[config.mk]
export PLATFORM = sky130hd
export DESIGN_NAME = mpr_cpu_decode
export DESIGN_NICKNAME = d
export VERILOG_FILES = /design/src/rtl/mpr_pkg.sv /design/src/rtl/mpr_access_fsm.sv /design/src/rtl/mpr_bank_reg.sv /design/src/rtl/mpr_rom_addr.sv /design/src/rtl/mpr_cpu_decode.sv
export SDC_FILE = /design/constraint.sdc
export NUM_CORES = 1
export LEC_CHECK = 0
export ABC_AREA = 0
export CAP_MARGIN = 40
export CORE_MARGIN = 5
export CORE_UTILIZATION = 50
export DETAILED_ROUTE_END_ITERATION = 10
export DONT_BUFFER_PORTS = 1
export GPL_ROUTABILITY_DRIVEN = 0
export HOLD_SLACK_MARGIN = 0.12
export SYNTH_ARGS = -nofsm -noshare
export SYNTH_HDL_FRONTEND = slang
export SYNTH_SLANG_ARGS = --single-unit
[constraint.sdc]
create_clock -name clk -period 2.9 [get_ports clk]
set_clock_uncertainty 0.05 [all_clocks]
set_input_delay 0.58 -clock clk [delete_from_list [all_inputs] [get_ports clk]]
set_output_delay 0.58 -clock clk [all_outputs]
set_load 0.02 [all_outputs]
[src/rtl/mpr_pkg.sv]
package mpr_pkg;
    localparam int BANK_W     = 8;
    localparam int MIRROR_BIT = 7;
    localparam int CHR_LSB    = 5;
    localparam int CHR_W      = 2;

    typedef enum logic [1:0] {
        ACC_IDLE  = 2'd0,
        ACC_READ  = 2'd1,
        ACC_LOAD  = 2'd2,
        ACC_FLASH = 2'd3
    } acc_t;
endpackage

[src/rtl/mpr_access_fsm.sv]
module mpr_access_fsm
    import mpr_pkg::*;
(
    input  logic clk,
    input  logic rst_n,
    input  logic cfg_flash,
    input  logic cpu_a14,
    input  logic cpu_rw,
    input  logic rom_sel_n,
    output logic load_pulse,
    output logic flash_pulse,
    output logic rom_we_n,
    output logic rom_oe_n
);
    acc_t state_q;
    acc_t cls;

    // Classify the access currently on the bus.
    always_comb begin
        if (rom_sel_n) begin
            cls = ACC_IDLE;
        end else if (cpu_rw) begin
            cls = ACC_READ;
        end else if (!cfg_flash || cpu_a14) begin
            cls = ACC_LOAD;
        end else begin
            cls = ACC_FLASH;
        end
    end

    // State register: remembers the class of the previous clock.
    always_ff @(posedge clk) begin
        if (!rst_n) begin
            state_q <= ACC_IDLE;
        end else begin
            state_q <= cls;
        end
    end

    // Outputs: strobes follow the present class, loads fire on entry.
    always_comb begin
        rom_we_n    = 1'b1;
        rom_oe_n    = 1'b1;
        load_pulse  = 1'b0;
        flash_pulse = 1'b0;
        unique case (cls)
            ACC_IDLE: begin
            end
            ACC_READ: begin
                rom_oe_n = 1'b0;
            end
            ACC_LOAD: begin
                load_pulse = (state_q != ACC_LOAD);
            end
            ACC_FLASH: begin
                rom_we_n    = 1'b0;
                flash_pulse = (state_q != ACC_FLASH);
            end
        endcase
    end
endmodule

[src/rtl/mpr_bank_reg.sv]
module mpr_bank_reg
    import mpr_pkg::*;
#(
    parameter bit HAS_LED = 1'b1
) (
    input  logic              clk,
    input  logic              rst_n,
    input  logic              cfg_flash,
    input  logic              load_pulse,
    input  logic              flash_pulse,
    input  logic [BANK_W-1:0] cpu_data,
    input  logic [BANK_W-1:0] rom_data,
    output logic [BANK_W-1:0] bank_q,
    output logic [BANK_W-1:0] led_q
);
    logic [BANK_W-1:0] load_val;

    // Fixed build: ROM drives the bus too, so open-collector style AND.
    assign load_val = cfg_flash ? cpu_data : (cpu_data & rom_data);

    always_ff @(posedge clk) begin
        if (!rst_n) begin
            bank_q <= '0;
        end else if (load_pulse) begin
            bank_q <= load_val;
        end
    end

    generate
        if (HAS_LED) begin : g_led
            always_ff @(posedge clk) begin
                if (!rst_n) begin
                    led_q <= '0;
                end else if (flash_pulse) begin
                    led_q <= cpu_data;
                end
            end
        end else begin : g_no_led
            assign led_q = '0;
        end
    endgenerate
endmodule

[src/rtl/mpr_rom_addr.sv]
module mpr_rom_addr #(
    parameter int PRG_BITS = 5
) (
    input  logic                cpu_a14,
    input  logic [PRG_BITS-1:0] bank_bits,
    output logic [PRG_BITS-1:0] prg_hi
);
    generate
        for (genvar i = 0; i < PRG_BITS; i++) begin : g_line
            assign prg_hi[i] = cpu_a14 | bank_bits[i];
        end
    endgenerate
endmodule

[src/rtl/mpr_cpu_decode.sv]
module mpr_cpu_decode
    import mpr_pkg::*;
#(
    parameter int PRG_BITS = 5,
    parameter bit HAS_LED  = 1'b1
) (
    input  logic                clk,
    input  logic                rst_n,
    input  logic                cfg_flash,
    input  logic                cpu_a14,
    input  logic                cpu_rw,
    input  logic                rom_sel_n,
    input  logic [7:0]          cpu_data,
    input  logic [7:0]          rom_data,
    output logic [PRG_BITS-1:0] prg_hi,
    output logic                rom_we_n,
    output logic                rom_oe_n,
    output logic [1:0]          chr_bank,
    output logic                one_screen,
    output logic [7:0]          led_q
);
    logic              load_pulse;
    logic              flash_pulse;
    logic [BANK_W-1:0] bank_q;

    mpr_access_fsm u_fsm (
        .clk         (clk),
        .rst_n       (rst_n),
        .cfg_flash   (cfg_flash),
        .cpu_a14     (cpu_a14),
        .cpu_rw      (cpu_rw),
        .rom_sel_n   (rom_sel_n),
        .load_pulse  (load_pulse),
        .flash_pulse (flash_pulse),
        .rom_we_n    (rom_we_n),
        .rom_oe_n    (rom_oe_n)
    );

    mpr_bank_reg #(.HAS_LED(HAS_LED)) u_reg (
        .clk         (clk),
        .rst_n       (rst_n),
        .cfg_flash   (cfg_flash),
        .load_pulse  (load_pulse),
        .flash_pulse (flash_pulse),
        .cpu_data    (cpu_data),
        .rom_data    (rom_data),
        .bank_q      (bank_q),
        .led_q       (led_q)
    );

    mpr_rom_addr #(.PRG_BITS(PRG_BITS)) u_addr (
        .cpu_a14   (cpu_a14),
        .bank_bits (bank_q[PRG_BITS-1:0]),
        .prg_hi    (prg_hi)
    );

    assign one_screen = bank_q[MIRROR_BIT];
    assign chr_bank   = bank_q[CHR_LSB +: CHR_W];
endmodule

==> flow_summary.ini <==
[synthesis]
synth.avg_cell_area_um2 = 9.36
netlist_top_cells_count = sky130_fd_sc_hd__nand2_1 (25), sky130_fd_sc_hd__dfxtp_1 (18), sky130_fd_sc_hd__mux2i_1 (16)
ys_ff_latch = 18
synthCells = 89
yosys_most_used_dff = sky130_fd_sc_hd__dfxtp_1
post_synthesis_cell_area_um2 = 833
yosys.cell_count.top_type = sky130_fd_sc_hd__nand2_1
yosys.area_share.xor_xnor_pct = 0
async_flop_share_pct = 0
main_combinational_cell_family_by_area_after_synthesis = simple AND/OR/NAND/NOR gates
synth_top_cell_area_share_pct = 43.2
synth_sequential_area_ratio_pct = 43.2
yosys-mux-area-fraction_pct = 19.2
synth_cell_types = 16
synth_warnings = 0
synthesis.nets = 111
count_of_flip_flops_with_a_built_in_enable_after_synthesis = 0
yosys.area.top_type = sky130_fd_sc_hd__dfxtp_1
ys_top_cells_by_area = sky130_fd_sc_hd__dfxtp_1 (43%), sky130_fd_sc_hd__mux2i_1 (19%), sky130_fd_sc_hd__nand2_1 (11%), sky130_fd_sc_hd__o211ai_1 (7.2%), sky130_fd_sc_hd__or2_2 (3.8%)
synthSimpleGateAreaFrac_pct = 22.1
synth_compound_gate_area_share_pct = 10.5
yosys.area_share.adder_pct = 0

[clock_network]
cts_setup_buffers = 0
cts_max_path_buffers = 2
clock_sink_count = 18
cts_made_buffers = 3
htree_num_levels = 1
ctsHoldBuffers = 0
cts_tree = yes
clock_root_buffer = sky130_fd_sc_hd__clkbuf_4
clock_latency_of_the_later_clocked_register_in_the_worst_skew_pair_ns = 0.29
path_clk_slew_ns = 0.10
cts_resized = 0

[floorplan]
ios = 40
die-area_um2 = 2580
starting_density_of_the_core_pct = 54.1
core_area_um2 = 1540
chipWidth_um = 50.8
floorplan.die.height_um = 50.8
rows = 14

[pwr]
leakagePower_nw = 0.334
comb_power_share_pct = 8.6
switching_share_pct = 23.1
ir_worst_vdd_mv = 0.350
internal_power_mw = 0.350
power.sequential.fraction_pct = 58.2
clock_share_of_power_pct = 33.2
totalPowerFinal_mw = 0.455
p_sw_mw = 0.105
cellPowerDensity_nw_per_um2 = 536

[critical_path]
cp_data_arrival_time_ns = 0.95
timing.critical_path.slowest_cell_delay_ns = 0.35
cp_slowest_cell = sky130_fd_sc_hd__or2_2
worst_ep_required_time_ns = 2.27
critical_path_class = reg2out
critical_path_fanouts_max = 2
path_buf_inv = 0
worst_r2r_startpoint = u_fsm.state_q[1]
critical_path.startpoint_type = flop
critical_path.startpoint = u_reg.bank_q[2]
worstSetupEndpointType = output pin
worstPathCellList = or2_2
path_delay_family = simple AND/OR/NAND/NOR gates

[drt]
avgViaCountPerCell = 5.79
final_antenna_net_count = 0
remaining_drc_errors = 0
wire_per_inst_um = 15.8
firstDrtPassIters = 2
initialDrtViolationCount = 3
postRouteWirelength_um = 1620
via_count = 591

[run_status]
outcome = finished clean

[place]
detailedPlace.worstSlack_ns = 1.09
placement.io_buffers = 0
hpwlAfterDp_um = 1220

[cells_and_area]
final_layout_size_suffix_gt1_share_pct = 12.8
syn2layout_area_growth_pct = 1.80
insertedDiodeCount = 0
end_of_flow_core_utilization_pct = 55.0
nets = 109

[global_routing]
overflow = 0
grt_pass1_vias = 610
global_route_wire_length_before_repair_um = 2630
number_of_antenna_violations_at_the_first_check_in_global_routing = 0
grt_use_total_pct = 13.0
grt_max_degree = 35

[run]
cap_viol_max_count = 0

[sta]
finalSetupTns_ns = 0
final-max-slew-violation-count = 0
timing_hold_violations_final = 0
slew_at_the_pin_with_the_worst_max_slew_slack_ns = 0.740
final_min_period_over_clock_period_pct = 54.6
grt_setup_unrepaired = no
fmax_ghz = 0.631
finalSetupViolCount = 0
final_period_minus_worst_setup_slack_ns = 1.58
postLayoutSetupSlackWorst_ns = 1.32
slew_headroom_pct = 50.6

[worst_hold_path]
hold_class = in2reg
worst_hold_startpoint = rom_sel_n
## cell usage in the layout (no fill, tap or decap), drive strengths merged
| master | Yosys | routed |
|---|---|---|
| nand2 | 25 | 25 |
| nand3 | 1 | 1 |
| nor2b | 1 | 1 |
| o211ai | 8 | 8 |
| dfxtp | 18 | 18 |
| nand2b | 3 | 3 |
| a2111oi | 1 | 1 |
| and2 | 1 | 1 |
| mux2i | 16 | 16 |
| nor3b | 1 | 1 |
| nor2 | 2 | 2 |
| or2 | 5 | 5 |
| clkbuf | 4 | 4 |
## power groups by stage
stage	sequential [mW]	clock [mW]	combinational (mW)
finish	0.265	0.151	0.0389
global route	0.266	0.174	0.0429
CTS	0.265	0.158	0.0399
detailed placement	0.271	0	0.0398
global placement	0.271	0	0.0397
floorplan	0.268	0	0.0473
## flip-flops by register name, summed over array words and instances (netlist names)
register       flops
u_reg.bank_q       8
u_reg.led_q        8
u_fsm.state_q      2
## per-layer routing
metal	share of wire [%]	vias up	GRT usage, %	routed length, um
li1	-	292	-	-
met1	44	267	16.0	716
met2	42	30	19.0	676
met3	13	2	6.10	208
met4	0.80	0	6.38	13
met5	0	-	0	0
## per-stage QoR
| step | hold WS (ns) | instance area (um2) | cells |
|---|---|---|---|
| global placement | 0.394 | 812 | 98 |
| global route | 0.280 | 848 | 102 |
| floorplan | 0.385 | 833 | 89 |
| detailed placement | 0.402 | 812 | 98 |
| CTS | 0.292 | 848 | 102 |
| finish | 0.302 | 848 | 102 |
## cell families after synthesis
kind of cell / after synthesis
AOI/OAI and AO/OA: 9
buffers and inverters: 7
DFF: 18
muxes: 16
and+or+nand+nor: 39
## worst paths after layout
path,to,slack [ns],depth (start not counted)
setup / recovery,prg_hi[2],1.32,1
setup reg to reg,u_reg.led_q[5],1.45,2
hold / removal,u_fsm.state_q[0],0.30,1
hold reg to reg,u_reg.bank_q[3],0.41,2
## layout make-up
cell class                      instances  area, um2
Clock buffer                            4       36.3
Fill cell                             163        693
Multi-Input combinational cell         64        432
Sequential cell                        18        360
Tap cell                               16       20.0
Note: power is estimated with default switching activity, not from simulation.
